### src/rtl/mii_rmii_pkg.sv
package mii_rmii_pkg;
  typedef enum logic [1:0] {
    RX_IDLE = 2'd0,
    RX_PRE  = 2'd1,
    RX_DATA = 2'd2
  } rx_state_e;

  localparam logic [1:0] DIBIT_PREAMBLE = 2'b01;
  localparam logic [1:0] DIBIT_SFD_END  = 2'b11;
endpackage

### src/rtl/rmii_rate_tick.sv
module rmii_rate_tick #(
  parameter int RATE_DIV = 10
) (
  input  logic clk,
  input  logic rst_n,
  input  logic clr,
  input  logic slow,
  output logic tick
);
  localparam int CW = (RATE_DIV > 1) ? $clog2(RATE_DIV) : 1;
  localparam logic [CW-1:0] LAST = CW'(RATE_DIV - 1);

  logic [CW-1:0] cnt;

  always_ff @(posedge clk) begin
    if (!rst_n || clr || !slow) cnt <= '0;
    else if (cnt == LAST)       cnt <= '0;
    else                        cnt <= cnt + 1'b1;
  end

  assign tick = !slow || (cnt == '0);
endmodule

### src/rtl/rmii_tx_split.sv
module rmii_tx_split (
  input  logic       clk,
  input  logic       rst_n,
  input  logic       clr,
  input  logic       tick,
  input  logic       in_valid,
  input  logic [3:0] in_data,
  output logic       in_ready,
  output logic [1:0] txd,
  output logic       tx_en
);
  logic       pend;
  logic [1:0] hi_q;
  logic [1:0] txd_q;
  logic       en_q;

  assign in_ready = tick && !pend && !clr;

  always_ff @(posedge clk) begin
    if (!rst_n || clr) begin
      pend  <= 1'b0;
      hi_q  <= '0;
      txd_q <= '0;
      en_q  <= 1'b0;
    end else if (tick) begin
      if (pend) begin
        txd_q <= hi_q;
        pend  <= 1'b0;
      end else if (in_valid) begin
        txd_q <= in_data[1:0];
        hi_q  <= in_data[3:2];
        pend  <= 1'b1;
        en_q  <= 1'b1;
      end else begin
        txd_q <= '0;
        en_q  <= 1'b0;
      end
    end
  end

  assign txd   = txd_q;
  assign tx_en = en_q;
endmodule

### src/rtl/rmii_rx_merge.sv
module rmii_rx_merge
  import mii_rmii_pkg::*;
(
  input  logic       clk,
  input  logic       rst_n,
  input  logic       clr,
  input  logic       tick,
  input  logic       crs_dv,
  input  logic [1:0] rxd,
  input  logic       rx_er,
  output logic       nib_valid,
  output logic [3:0] nib,
  output logic       nib_err,
  output logic       crs
);
  rx_state_e  state;
  logic       half;
  logic [1:0] lo_d;
  logic       lo_c;
  logic       lo_er;

  always_ff @(posedge clk) begin
    if (!rst_n || clr) begin
      state     <= RX_IDLE;
      half      <= 1'b0;
      lo_d      <= '0;
      lo_c      <= 1'b0;
      lo_er     <= 1'b0;
      nib_valid <= 1'b0;
      nib       <= '0;
      nib_err   <= 1'b0;
      crs       <= 1'b0;
    end else begin
      nib_valid <= 1'b0;
      if (tick) begin
        unique case (state)
          RX_IDLE: begin
            crs <= crs_dv;
            if (crs_dv && rxd == DIBIT_PREAMBLE) state <= RX_PRE;
          end
          RX_PRE: begin
            crs <= crs_dv;
            if (!crs_dv) state <= RX_IDLE;
            else if (rxd == DIBIT_SFD_END) begin
              state <= RX_DATA;
              half  <= 1'b0;
            end
          end
          RX_DATA: begin
            if (!half) begin
              lo_d  <= rxd;
              lo_c  <= crs_dv;
              lo_er <= rx_er;
              crs   <= crs_dv;
              half  <= 1'b1;
            end else begin
              half <= 1'b0;
              if (!crs_dv && !lo_c) begin
                state <= RX_IDLE;
                crs   <= 1'b0;
              end else begin
                nib_valid <= 1'b1;
                nib       <= {rxd, lo_d};
                nib_err   <= rx_er | lo_er;
              end
            end
          end
          default: state <= RX_IDLE;
        endcase
      end
    end
  end
endmodule

### src/rtl/mii_rmii_bridge.sv
module mii_rmii_bridge #(
  parameter int RATE_DIV = 10
) (
  input  logic       clk,
  input  logic       rst_n,
  input  logic       cfg_rmii,
  input  logic       cfg_10m,
  input  logic       mac_tx_valid,
  output logic       mac_tx_ready,
  input  logic [3:0] mac_tx_data,
  input  logic       mac_tx_er,
  output logic       mac_rx_valid,
  output logic [3:0] mac_rx_data,
  output logic       mac_rx_er,
  output logic       mac_crs,
  output logic       mac_col,
  output logic [3:0] mii_txd,
  output logic       mii_tx_en,
  output logic       mii_tx_er,
  input  logic [3:0] mii_rxd,
  input  logic       mii_rx_dv,
  input  logic       mii_rx_er,
  input  logic       mii_crs,
  input  logic       mii_col,
  output logic [1:0] rmii_txd,
  output logic       rmii_tx_en,
  input  logic [1:0] rmii_rxd,
  input  logic       rmii_crs_dv,
  input  logic       rmii_rx_er
);
  logic       clr;
  logic       tick;
  logic       sp_ready;
  logic       mg_valid;
  logic [3:0] mg_nib;
  logic       mg_err;
  logic       mg_crs;

  assign clr = !cfg_rmii;

  rmii_rate_tick #(.RATE_DIV(RATE_DIV)) u_tick (
    .clk(clk), .rst_n(rst_n), .clr(clr), .slow(cfg_10m), .tick(tick)
  );

  rmii_tx_split u_split (
    .clk(clk), .rst_n(rst_n), .clr(clr), .tick(tick),
    .in_valid(mac_tx_valid), .in_data(mac_tx_data), .in_ready(sp_ready),
    .txd(rmii_txd), .tx_en(rmii_tx_en)
  );

  rmii_rx_merge u_merge (
    .clk(clk), .rst_n(rst_n), .clr(clr), .tick(tick),
    .crs_dv(rmii_crs_dv), .rxd(rmii_rxd), .rx_er(rmii_rx_er),
    .nib_valid(mg_valid), .nib(mg_nib), .nib_err(mg_err), .crs(mg_crs)
  );

  always_comb begin
    if (cfg_rmii) begin
      mac_tx_ready = sp_ready;
      mii_txd      = '0;
      mii_tx_en    = 1'b0;
      mii_tx_er    = 1'b0;
      mac_rx_valid = mg_valid;
      mac_rx_data  = mg_nib;
      mac_rx_er    = mg_err;
      mac_crs      = mg_crs;
      mac_col      = 1'b0;
    end else begin
      mac_tx_ready = 1'b1;
      mii_txd      = mac_tx_data;
      mii_tx_en    = mac_tx_valid;
      mii_tx_er    = mac_tx_er;
      mac_rx_valid = mii_rx_dv;
      mac_rx_data  = mii_rxd;
      mac_rx_er    = mii_rx_er;
      mac_crs      = mii_crs;
      mac_col      = mii_col;
    end
  end
endmodule

### config.mk
export PLATFORM = sky130hd
export DESIGN_NAME = mii_rmii_bridge
export DESIGN_NICKNAME = d
export VERILOG_FILES = /design/src/rtl/mii_rmii_pkg.sv /design/src/rtl/rmii_rate_tick.sv /design/src/rtl/rmii_tx_split.sv /design/src/rtl/rmii_rx_merge.sv /design/src/rtl/mii_rmii_bridge.sv
export SDC_FILE = /design/constraint.sdc
export NUM_CORES = 1
export LEC_CHECK = 0
export ABC_CLOCK_PERIOD_IN_PS = 4100
export BUFFER_PORTS_ARGS = -buffer_cell sky130_fd_sc_hd__buf_2
export CORE_MARGIN = 2
export CORE_UTILIZATION = 36
export DETAILED_ROUTE_END_ITERATION = 10
export PLACE_DENSITY_LB_ADDON = 0.1
export SLEW_MARGIN = 20
export SYNTH_ARGS = -nofsm -noshare
export SYNTH_HDL_FRONTEND = slang
export SYNTH_SLANG_ARGS = --single-unit
### constraint.sdc
create_clock -name clk -period 4.1 [get_ports clk]
set_input_delay 0.41 -clock clk [delete_from_list [all_inputs] [get_ports clk]]
set_output_delay 0.41 -clock clk [all_outputs]
set_load 0.05 [all_outputs]
Yosys cells after proc, flatten, opt, wreduce, memory -nomap -nowiden
Index checks and enable logic that the tools add are counted.

$add $sub $neg: 1. Reduce and logical (&&, ||, !) cells: 27. Bitwise operators: 6. Multiplexer cells: 27. Equal/unequal tests: 12.

Operator list (count): $mux W1 (15); $mux W2 (7); $reduce_and A3 Y1 (3); $mux W4 (2); $ne A2 B1 Y1 const B (4); $reduce_and A4 Y1 (2); $logic_not A1 Y1 (6); $pmux W2 S3 (1); $not A1 Y1 (5); $reduce_and A5 Y1 (1); $add A4 B1 Y4 const B (1); $eq A2 B1 Y1 const B (2); $eq A2 B2 Y1 const B (2); $eq A4 B4 Y1 const B (1); $logic_and A1 B1 Y1 (4); $logic_not A4 Y1 (1); $pmux W1 S2 (2); $reduce_bool A2 Y1 (2); $reduce_or A2 Y1 (2); $reduce_or A4 Y1 (1); $logic_or A1 B1 Y1 (3); $ne A3 B2 Y1 const B (1); $ne A3 B3 Y1 const B (1); $logic_not A2 Y1 (1); 3 further kinds (3).

Input bits: 22. Word-level logic and storage cells: 87. Output and inout bits: 18. Register bits: 24.

Longest topological paths before layout
Word-level depth: 5. Depth in mapped cells: 8. Mapped depth without buffers: 6.

By module
Synthesis repeated with hierarchy kept, for this count alone.

Cells, all modules: 138. Area total of the unflattened synthesis: 1233.7 um^2.

Modules (own cells, without submodules): rmii_rx_merge (cells each 70, sequential area each 280.3 um^2, area an instance 625.6 um^2, times used 1); rmii_tx_split (cells each 28, sequential area each 120.1 um^2, area an instance 242.7 um^2, times used 1); rmii_rate_tick (cells each 22, sequential area each 80.1 um^2, area an instance 200.2 um^2, times used 1); mii_rmii_bridge (cells each 18, sequential area each 0.0 um^2, area an instance 165.2 um^2, times used 1).

Least setup slack after synthesis
Ideal clock, no wire load.

Path kind: register -> output. Start point: reg u_tick.cnt[0]. End point: out mac_tx_ready. Buffers on the path: 2. Slack: 1299 ps. Required time: 3690 ps. Cell stages (with the launch flop): 8. Data arrival time: 2391 ps. Cell sequence: dfxtp_1 > inv_1 > ha_1 > or3b_1 > buf_6 > and2_1 > clkbuf_1 > o21ai_0.

Cells in the longest elaborated chain, start to end: 5.

RTL lines: start: declaration (line rmii_rate_tick.sv:13) `logic [CW-1:0] cnt;`; start signal: assignment (line rmii_rate_tick.sv:18) `else cnt <= cnt + 1'b1;`; $logic_not A4 Y1 (line rmii_rate_tick.sv:21) `assign tick = !slow || (cnt == '0);`; $logic_or A1 B1 Y1 (line rmii_rate_tick.sv:21); $logic_and A1 B1 Y1 (2 in series) (line rmii_tx_split.sv:17) `assign in_ready = tick && !pend && !clr;`; $mux W1 (line mii_rmii_bridge.sv:58) `if (cfg_rmii) begin`; end: declaration (line mii_rmii_bridge.sv:9) `output logic mac_tx_ready,`.

No other way between the ends.

Final worst setup path
Same ends and word-level chain as after synthesis.

==> metrics.md <==
| Metric | Value |
|---|---|
| CTS Buf Count | `3` |
| Hpwl dp | `1930 um` |
| Crit end category | `primary output` |
| Worst path top cell family by delay | `simple AND/OR/NAND/NOR gates` |
| Die Wd | `62.2 um` |
| Status | `finished clean` |
| Hold_buf cts | `0` |
| IO Count | `40` |
| Final WL | `2580 um` |
| Critical Path AT | `2.09 ns` |
| Post-Syn Area per Cell | `8.91 sq um` |
| First-pass GRT wire length | `4260 um` |
| Synth warn | `0` |
| Worst setup SP type | `register` |
| Port bufs | `39` |
| Final hold slack | `0.317 ns` |
| Post-synthesis async set-or-reset flop share | `0` |
| Most common cell in the synthesized netlist | `dfxtp_1` |
| Syn Nets | `162` |
| Pre-CTS worst setup slack | `1.95 ns` |
| Fin util | `0.447` |
| Setup CP Type | `register to primary output` |
| Final Hold Viols | `0` |
| M2 GR Usage | `0.223` |
| Clock Latency Late Sink | `0.32 ns` |
| WL/cell | `11.8 um` |
| Cells after synthesis | `137` |
| Pwr dens | `306 nW/um^2` |
| Number of buffers and inverters on the critical path | `2` |
| Share of cells above drive strength 1 | `0.301` |
| GRT overflow | `0` |
| Area after DPL | `1430 sq um` |
| Post-Layout Inst Area | `1470 sq um` |
| Synth Register Bits | `24` |
| Main area contributors after synthesis | `dfxtp_1 39%, mux2i_1 6.6%, mux2_2 6.5%, nor2_1 5.2%, nor2b_1 4.6%` |
| Mapped cell area | `1220 sq um` |
| Clock Path Buffers | `2` |
| Cell taking the most area after synthesis | `dfxtp_1` |
| Slew @ Worst Pin | `0.539 ns` |
| Layout area overhead | `20.3%` |
| Worst Hold Class | `input port to register` |
| Finish-stage setup viols | `0` |
| Maximum vdd drop | `0.0000994 V` |
| Met3 Use GR | `0.0344` |
| Max Clk Rate | `399 MHz` |
| Post-synth cell types | `32` |
| Routability cong. | `0.832` |
| CTS tree | `done` |
| Clock root buffer | `clkbuf_4` |
| Final WS setup | `1.60 ns` |
| Crit path required time | `3.69 ns` |
| Post-synthesis sequential area ratio | `0.393` |
| Initial drt markers | `25` |
| Die ar. | `3870 sq um` |
| Largest net degree at the start of global routing | `18` |
| FILL cells | `333` |
| RSZ-0062 raised after global routing | `false` |
| TritonRoute pass-1 iters | `4` |
| Antenna Cells | `0` |
| Synth top cells by count | `24 x dfxtp_1, 17 x nor2_1, 10 x nand2_1, 9 x nor2b_1` |
| Die H | `62.2 um` |
| Total core area | `3280 sq um` |
| Top cell type's share of synthesized area | `0.393` |
| Maxcap violations | `0` |
| Routed Antenna Nets | `0` |
| Crit Path Max Fanout | `8` |
| Grt met1 use | `0.168` |
| Max Slew Vio Count | `0` |
| CTS Sinks | `24` |
| Nets | `199` |
| Row count | `21` |
| H-tree levels | `1` |
| Period utilisation layout | `0.611` |
| DR vias | `1,049` |
| Initial antenna violation count | `0` |
| Initial Util | `0.372` |
| Standby leakage power | `0.604 nW` |
| DRC | `0` |
| CP max stage cell | `or3b_1` |
| Most used DFF post-synth | `dfxtp_1` |
| Post-synth EDFFs | `0` |
| Crit-path max cell delay | `0.49 ns` |
| Rel. slew slack | `0.640` |
| Skew final | `0.00184 ns` |
| Routed vias/inst | `4.79` |
| Fin crit period | `2.50 ns` |
| Crit-path cells | `inv_1 > ha_1 > or3b_1 > and2_1 > o21ai_0 > buf_2` |
| Setup tns final | `0 ns` |
| CTS resizes | `0` |
| Overall routing resource usage | `0.134` |
| Clock-pin transition on the worst setup and hold timing paths | `0.13 ns` |
| GRT Max-Usage Layer | `met2` |
| Vias in the first global route | `946` |
| Number of setup buffers added after CTS | `0` |
[worst register-to-register path, cell delays in order, from the launching register on]
cell,delay (ns)
dfxtp_1,0.37
inv_1,0.07
ha_1,0.12
or3b_1,0.49
a211oi_4,0.51
mux2i_1,0.24
nor2_1,0.05
[registers in the layout (all words and copies together), names as in the netlist]
name,cells
u_merge.crs,1
u_merge.half,1
u_merge.lo_c,1
u_merge.lo_d,2
u_merge.lo_er,1
u_merge.nib,4
u_merge.nib_err,1
u_merge.nib_valid,1
u_merge.state,2
u_split.hi_q,2
u_split.pend,1
u_split.tx_en,1
u_split.txd,2
u_tick.cnt,4
[metal layers]
layer	share of wire	up-vias
met3	0.048	4
met5	0	-
met4	0.013	0
met2	0.47	28
met1	0.47	474
li1	-	543
[report_power, final]
part | internal (mW) | switching (mW) | leakage, nW | total [mW]
combinational | 0.0266 | 0.0590 | 0.388 | 0.0856
clock | 0.0543 | 0.0702 | 0.0210 | 0.124
sequential | 0.237 | 0.00266 | 0.194 | 0.239
total | 0.318 | 0.132 | 0.604 | 0.449
[cells by family (layout without fill, tap and decap cells)]
kind of cell | after synthesis | after routing | share of synthesized area
xor gates and xnor gates | 2 | 2 | 0.0143
and+or+nand+nor | 56 | 56 | 0.228
adders and majority gates | 3 | 3 | 0.0307
muxes | 15 | 15 | 0.130
buffers and inverters | 11 | 47 | 0.0461
AOI/OAI and AO/OA | 26 | 26 | 0.157
DFF | 24 | 24 | 0.393
[final timing paths]
path | startpoint | endpoint | slack [ns] | depth (start not counted)
setup / recovery | u_tick.cnt[0] | mac_tx_ready | 1.60 | 6
setup reg to reg | u_tick.cnt[0] | u_merge.nib[3] | 2.14 | 6
hold reg to reg | u_merge.crs | u_merge.crs | 0.47 | 2
hold / removal | rmii_rx_er | u_merge.lo_er | 0.32 | 3
[layout by cell type, fill, tap and decap left out, drive strengths merged, types with 2 or more instances in the layout]
cell    instances
and2            4
a21oi           5
inv             4
o31ai           2
mux2            7
nand3           8
nor2           17
buf            39
dfxtp          24
nand3b          2
nor3            2
nor2b           9
a211oi          3
o21ai           8
ha              3
nand2          10
mux2i           8
a221oi          2
clkbuf          4
[area by class of cell]
class / count / area [sq um] / area share
Sequential cell: 24 / 480 / 0.327
Clock buffer: 4 / 36.3 / 0.0247
Multi-Input combinational cell: 102 / 684 / 0.466
Timing Repair Buffer: 39 / 195 / 0.133
Tap cell: 46 / 57.6 / 0.0392
Inverter: 4 / 15.0 / 0.0102
[metrics by stage]
step                power, mW  instances
floorplan               0.308        137
global placement        0.330        215
detailed placement      0.331        215
CTS                     0.458        219
global route            0.474        219
finish                  0.449        219
No activity file was read; power rests on OpenSTA's default activity.
